[src/rtl/st_pkg.sv]
package st_pkg;
  // A zero pulses-per-step setting is treated as one.
  function automatic logic [31:0] eff_pps(input logic [31:0] pps);
    return (pps == 0) ? 32'd1 : pps;
  endfunction

  // Number of threshold steps for given limits (single step if hi <= lo).
  function automatic logic [31:0] sweep_steps(input logic [31:0] lo, input logic [31:0] hi);
    return (hi > lo) ? (hi - lo + 32'd1) : 32'd1;
  endfunction

  // Width that holds the largest possible per-bin count.
  function automatic int count_width(input int code_w, input int pps_w);
    return code_w + pps_w;
  endfunction
endpackage

[src/rtl/st_sweep_seq.sv]
module st_sweep_seq #(
  parameter int CODE_W = 6,
  parameter int PPS_W  = 4
) (
  input  logic              clk,
  input  logic              rst_n,
  input  logic              start,
  input  logic [CODE_W-1:0] lo_code,
  input  logic [CODE_W-1:0] hi_code,
  input  logic [PPS_W-1:0]  pulses_per_step,
  input  logic              pulse_end,
  output logic              busy,
  output logic              done,
  output logic [CODE_W-1:0] dac_code,
  output logic              clear,
  output logic              step_evt,
  output logic              last_evt,
  output logic [PPS_W-1:0]  pcnt,
  output logic [PPS_W-1:0]  pps_eff
);
  logic              busy_q, done_q;
  logic [CODE_W-1:0] code_q, hi_q;
  logic [PPS_W-1:0]  pps_q, pcnt_q;
  logic              step_end;

  assign clear    = start & ~busy_q;
  assign step_end = pulse_end && (pcnt_q == pps_q - PPS_W'(1));
  assign last_evt = step_end && (code_q >= hi_q);
  assign step_evt = step_end && !last_evt;

  always_ff @(posedge clk or negedge rst_n) begin
    if (!rst_n) begin
      busy_q <= 1'b0;
      done_q <= 1'b0;
      code_q <= '0;
      hi_q   <= '0;
      pps_q  <= PPS_W'(1);
      pcnt_q <= '0;
    end else begin
      done_q <= last_evt;
      if (clear) begin
        busy_q <= 1'b1;
        code_q <= lo_code;
        hi_q   <= hi_code;
        pps_q  <= PPS_W'(st_pkg::eff_pps(32'(pulses_per_step)));
        pcnt_q <= '0;
      end else if (pulse_end) begin
        pcnt_q <= step_end ? '0 : pcnt_q + PPS_W'(1);
        if (step_evt) code_q <= code_q + CODE_W'(1);
        if (last_evt) busy_q <= 1'b0;
      end
    end
  end

  assign busy     = busy_q;
  assign done     = done_q;
  assign dac_code = code_q;
  assign pcnt     = pcnt_q;
  assign pps_eff  = pps_q;
endmodule

[src/rtl/st_bin_bank.sv]
module st_bin_bank #(
  parameter int LANES  = 12,
  parameter int GROUPS = 4,
  parameter int CNT_W  = 10,
  parameter int GRP_W  = 2,
  parameter int BIN_W  = 7
) (
  input  logic             clk,
  input  logic             rst_n,
  input  logic             clear,
  input  logic             acc_en,
  input  logic [GRP_W-1:0] group,
  input  logic [LANES-1:0] bits,
  input  logic [BIN_W-1:0] rd_addr,
  output logic [CNT_W-1:0] rd_data
);
  localparam int NBINS = LANES * GROUPS;
  logic [CNT_W-1:0] cnt [NBINS];

  for (genvar g = 0; g < GROUPS; g++) begin : g_grp
    for (genvar l = 0; l < LANES; l++) begin : g_lane
      always_ff @(posedge clk or negedge rst_n) begin
        if (!rst_n)                  cnt[g*LANES+l] <= '0;
        else if (clear)              cnt[g*LANES+l] <= '0;
        else if (acc_en && group == GRP_W'(g) && bits[l])
                                     cnt[g*LANES+l] <= cnt[g*LANES+l] + CNT_W'(1);
      end
    end
  end

  always_comb begin
    rd_data = '0;
    for (int i = 0; i < NBINS; i++)
      if (rd_addr == BIN_W'(i)) rd_data = cnt[i];
  end
endmodule

[src/rtl/st_frame_accum.sv]
module st_frame_accum #(
  parameter int LANES  = 12,
  parameter int GROUPS = 4,
  parameter int CODE_W = 6,
  parameter int PPS_W  = 4,
  localparam int GRP_W = (GROUPS > 1) ? $clog2(GROUPS) : 1,
  localparam int BIN_W = $clog2(LANES * GROUPS) + 1,
  localparam int CNT_W = st_pkg::count_width(CODE_W, PPS_W)
) (
  input  logic              clk,
  input  logic              rst_n,
  input  logic              start,
  input  logic [CODE_W-1:0] lo_code,
  input  logic [CODE_W-1:0] hi_code,
  input  logic [PPS_W-1:0]  pulses_per_step,
  input  logic              vec_valid,
  input  logic [GRP_W-1:0]  vec_group,
  input  logic [LANES-1:0]  vec_bits,
  input  logic [BIN_W-1:0]  rd_bin,
  output logic [CODE_W-1:0] dac_code,
  output logic              busy,
  output logic              done,
  output logic [CNT_W-1:0]  rd_data
);
  logic             clear, step_evt, last_evt, acc_en, pulse_end;
  logic [PPS_W-1:0] pcnt, pps_eff;

  assign acc_en    = vec_valid & busy;
  assign pulse_end = acc_en && (vec_group == GRP_W'(GROUPS - 1));

  st_sweep_seq #(.CODE_W(CODE_W), .PPS_W(PPS_W)) u_seq (
    .clk(clk), .rst_n(rst_n), .start(start), .lo_code(lo_code),
    .hi_code(hi_code), .pulses_per_step(pulses_per_step),
    .pulse_end(pulse_end), .busy(busy), .done(done), .dac_code(dac_code),
    .clear(clear), .step_evt(step_evt), .last_evt(last_evt),
    .pcnt(pcnt), .pps_eff(pps_eff)
  );

  st_bin_bank #(.LANES(LANES), .GROUPS(GROUPS), .CNT_W(CNT_W),
                .GRP_W(GRP_W), .BIN_W(BIN_W)) u_bank (
    .clk(clk), .rst_n(rst_n), .clear(clear), .acc_en(acc_en),
    .group(vec_group), .bits(vec_bits), .rd_addr(rd_bin), .rd_data(rd_data)
  );
endmodule

[config.mk]
export PLATFORM = sky130hd
export DESIGN_NAME = st_frame_accum
export DESIGN_NICKNAME = d
export VERILOG_FILES = /design/src/rtl/st_pkg.sv /design/src/rtl/st_sweep_seq.sv /design/src/rtl/st_bin_bank.sv /design/src/rtl/st_frame_accum.sv
export SDC_FILE = /design/constraint.sdc
export NUM_CORES = 1
export LEC_CHECK = 0
export ABC_AREA = 1
export BUFFER_PORTS_ARGS = -buffer_cell sky130_fd_sc_hd__buf_2
export CAP_MARGIN = 30
export CORE_UTILIZATION = 59
export CTS_BUF_LIST = sky130_fd_sc_hd__clkbuf_2
export DETAILED_ROUTE_END_ITERATION = 12
export PLACE_DENSITY = 0.87
export SKIP_CTS_REPAIR_TIMING = 1
export SYNTH_ARGS = -nofsm -noshare
export SYNTH_HDL_FRONTEND = slang
export SYNTH_HIERARCHICAL = 1
export SYNTH_SLANG_ARGS = --single-unit
[constraint.sdc]
create_clock -name clk -period 3.6 [get_ports clk]
set_input_delay 0.72 -clock clk [delete_from_list [all_inputs] [get_ports clk]]
set_output_delay 0.72 -clock clk [all_outputs]
set_load 0.02 [all_outputs]
### Word-level counts from Yosys, hierarchy flattened

Index checks and enable logic that the tools add are counted.

| storage, ports and cells | value |
|---|---|
| bits in registers | 502 |
| latch bits | 0 |
| RAM bits | 0 |
| ROM bits | 0 |
| output and inout port bits | 18 |
| memories kept | 0 |

| cells by class | value |
|---|---|
| add/sub/neg operators | 51 |
| $mul | 0 |
| div/mod/pow operators | 0 |
| magnitude comparators | 1 |
| equality and inequality tests | 51 |
| shifts and indexed selects | 0 |
| mux-type cells | 154 |
| bitwise gates (word level) | 3 |
| reductions and logical operators | 112 |

Operators by type and width:

| operator | number |
|---|---|
| two-way mux 10 bit | 144 |
| adder 10 x 1 -> 10 bit, second input constant | 48 |
| == test 7 x 5 -> 1 bit, second input constant | 16 |
| == test 7 x 6 -> 1 bit, second input constant | 16 |
| nonzero test 2 bit | 51 |
| == test 7 x 4 -> 1 bit, second input constant | 8 |
| logical AND 1 bit | 55 |
| == test 7 x 3 -> 1 bit, second input constant | 4 |
| two-way mux 6 bit | 3 |
| two-way mux 4 bit | 4 |
| == test 7 x 2 -> 1 bit, second input constant | 2 |
| == test 7 x 1 -> 1 bit, second input constant | 1 |
| logical NOT 7 bit | 1 |
| adder 6 x 1 -> 6 bit, second input constant | 1 |
| greater-or-equal comparator 6 bit | 1 |
| adder 4 x 1 -> 4 bit, second input constant | 1 |
| == test 2 bit, second input constant | 2 |
| == test 4 bit | 1 |
| logical NOT 4 bit | 1 |
| AND reduction 2 bit | 2 |
| subtractor 4 x 1 -> 4 bit, second input constant | 1 |
| two-way mux 1 bit | 3 |
| bitwise AND 1 bit | 2 |
| == test 2 x 1 -> 1 bit, second input constant | 1 |
| other kinds (3) | 3 |

### Logic depth before layout (Yosys ltp)

| depth | value |
|---|---|
| depth after elaboration | 49 |
| mapped depth | 32 |

### Hierarchy

Netlist, hierarchy kept.

Modules (own cells, without submodules):

| module | times used | cells each | area each (sq um) | seq. area each (sq um) |
|---|---|---|---|---|
| st_bin_bank | 1 | 3811 | 27146.0 | 12011.5 |
| st_sweep_seq | 1 | 176 | 1347.5 | 551.8 |
| st_frame_accum | 1 | 4 | 15.0 | 0.0 |

### Worst setup path after synthesis

OpenSTA, ideal clock, no wires.

| path | value |
|---|---|
| path kind | input to output |
| start | in rd_bin[5] |
| end | out rd_data[3] |
| arrival | 3002 ps |
| setup slack | -122 ps |
| stages on the path | 29 |
| cells stage by stage | inv_2 nand2_1 nor2_4 buf_4 nand2_2 inv_1 nand2_1 nand2_1 nand3_1 nand2_1 nand3_1 nand2_1 nand3_1 nand2_1 nand4_1 nor2_1 nand4_1 nor2_1 nand4_1 nor2_1 nand3_1 nand2_1 nand4_1 nor2_1 nand4_1 nor2_1 nand4_1 nand2_1 nand2_1 |

| on the way | value |
|---|---|
| cells in the longest elaborated chain, start to end | 49 |

Ends and longest elaborated chain:

| element | line | RTL |
|---|---|---|
| from (decl) | st_frame_accum.sv:19 | `input logic [BIN_W-1:0] rd_bin,` |
| logical NOT 7 bit | st_bin_bank.sv:34 | `if (rd_addr == BIN_W'(i)) rd_data = cnt[i];` |
| two-way mux 10 bit (47 in a row) | st_bin_bank.sv:34 |  |
| two-way mux 10 bit * | st_bin_bank.sv:34 |  |
| to (decl) | st_frame_accum.sv:23 | `output logic [CNT_W-1:0] rd_data` |

Mark *: on every way between the ends. The rest lies on a longest branch, timed or not.

### Worst setup path in the final report

| path | value |
|---|---|
| start | reg u_bank/cnt[477] (netlist name) |
| end | out rd_data[7] |

| on the way | value |
|---|---|
| cells in the longest elaborated chain, start to end | 48 |

Ends and longest elaborated chain:

| element | line | RTL |
|---|---|---|
| from (decl) | st_bin_bank.sv:18 | `logic [CNT_W-1:0] cnt [NBINS];` |
| from (signal, indexed assignment) | st_bin_bank.sv:26 | `cnt[g*LANES+l] <= cnt[g*LANES+l] + CNT_W'(1);` |
| two-way mux 10 bit (48 in a row) | st_bin_bank.sv:34 |  |

No other way between the ends.

==> metrics.yaml <==
grt_pass1_vias: 27600
dr_total_vias: 29400
r2r-end: "u_bank/cnt[309]"
cts.clk_slew.worst_paths_ps: 100
maxCapViolCount: 0
clock_path_buffers: 3
drc: 0
powerDensity_mw_per_mm2: 455
gp_congestion: 0.962
cpMostUsedCell: "nand4_1"
r2r_start: "u_seq/busy"
peakVddDrop_mv: 0.322
layout_common_cells: "798 x nand2_1, 614 x inv_1, 501 x dfrtp_1, 427 x nor2_1, 359 x a21oi_1"
clk_latency_ps: 1370
hp-class: "in -> reg"
grt_pass1_wl_mm: 136
first_pass_iters: 6
postPlaceCellArea_mm2: 0.0316
worst_slack_ps: -1820
worstPathBufferInverterCount: 1
critical_path.top_delay_family: "simple AND/OR/NAND/NOR gates"
rows: 80
cts_tree: "built"
place_ws_ps: -1380
drt_iter0_drc: 3961
nFillCells: 3900
synth_nets: 4088
die_area_mm2: 0.0492
worstHoldPathCells: 7
h-tree-depth: 4
critPathLaunchType: "flop"
status: "complete, but fails checks"
finalInstanceArea_mm2: 0.0331
reg2reg_slack_ps: 580
fmax_mhz: 185
synth.cell_area_mm2: 0.0285
design.core.area_mm2: 0.0477
fin_setup_tns_ps: -16830
period_needed_ps: 5420
routed_wl_mm: 85.2
yosys_warnings: 6
worst_pin_slew_ps: 970
hold_end: "u_seq/pcnt[1]"
drtAntennaViolNets: 0
layout_commonest_cell: "nand2_1"
cts_root_buf: "clkbuf_2"
io_buffers: 58
num_io_pins: 59
antenna_found_initial: 4
via_per_inst: 5.76
final_max_slew_viol_count: 0
power_uw: 15100
initial_core_util: 0.597
hp-start: "vec_valid"
rsz0062_at_grt: "true"
overflow: 0
finalClockSkew_ps: 91.9
critPathMaxFanout: 4
fin_crit_sh: 1.50
r2r_cells: 12
violations: "negative setup slack"
syn_avg_cell_area_um2: 7.14
area_growth_pct: 16.1
slowest_delay_ps: 430
crit_type: "reg -> out"
fp.dieW_um: 222
final_net_count: 4507
hpwl_mm: 61.2
p_leak_uw: 0.0158
hold_viol: 0
postSynthCellCount: 3990
relSlewSlack: 0.354
crit_path_top_delay_cell: "dfrtp_1"
clkSinkCount: 502
cp.arrival_ps: 4700
grt_use_total: 0.343
final_util: 0.693
setup_viol: 10
die_h_um: 222
end_kind: "primary output"
cp.required_ps: 2880
drive_gt1_frac: 0.139
cts_buffers: 135
wl_per_cell_um: 16.7
grt_max_degree: 100
==> worst min-delay path: stages <==
cell and delay, ps:
buf_2 100, nand2_1 140, nor2_1 100, inv_1 50, nor2_1 70, nand3_1 90
nand2_1 50
==> metal layers <==
metal  wire length (um)  vias up  track usage
li1                   -    14100            -
met1              35500    13700        0.457
met2              38200     1390        0.522
met3               7350      261       0.0735
met4               4150        4        0.194
met5                 28        -            0
==> registers in the layout, indices dropped and copies added, names as in the netlist <==
register and flops:
u_seq/dac_code 6, u_bank/cnt 480, u_seq/done 1, u_seq/pps_eff 4
u_seq/busy 1, u_seq/pcnt 4, u_seq/hi_q 6
==> final cells by class <==
type,instances,area [um2],share of cell area
Multi-Input combinational cell,2770,13400,0.404
Sequential cell,502,12600,0.380
Timing Repair Buffer,362,2790,0.0843
Inverter,638,2430,0.0735
Clock buffer,195,976,0.0295
Tap cell,615,769,0.0233
Clock inverter,29,191,0.00578
Antenna cell,4,10.0,0.000302
==> stage by stage <==
| step | hold slack, ps | std cells |
|---|---|---|
| floorplan | 423 | 3990 |
| global placement | 440 | 4862 |
| detailed placement | 454 | 4862 |
| CTS | -801 | 5086 |
| global route | 11.6 | 5114 |
| finish | 14.6 | 5115 |
==> power breakdown <==
part           internal (uW)  total [uW]  switching (uW)  leakage, uW
clock                   1640        4070            2430     0.000902
combinational           1310        3360            2050      0.00829
sequential              6640        7640            1000      0.00657
==> worst max path at each step <==
stage	cells after the start	slack [ps]	endpoint	start
detailed placement	31	-1380	rd_data[7]	rd_bin[6]
floorplan	30	-80	rd_data[4]	rd_bin[6]
CTS	27	-1950	rd_data[7]	u_bank/cnt[467]
global placement	31	-1300	rd_data[7]	rd_bin[6]
global route	27	-2150	rd_data[7]	u_bank/cnt[467]
finish	27	-1820	rd_data[7]	u_bank/cnt[477]
No activity file was read; power rests on OpenSTA's default activity.
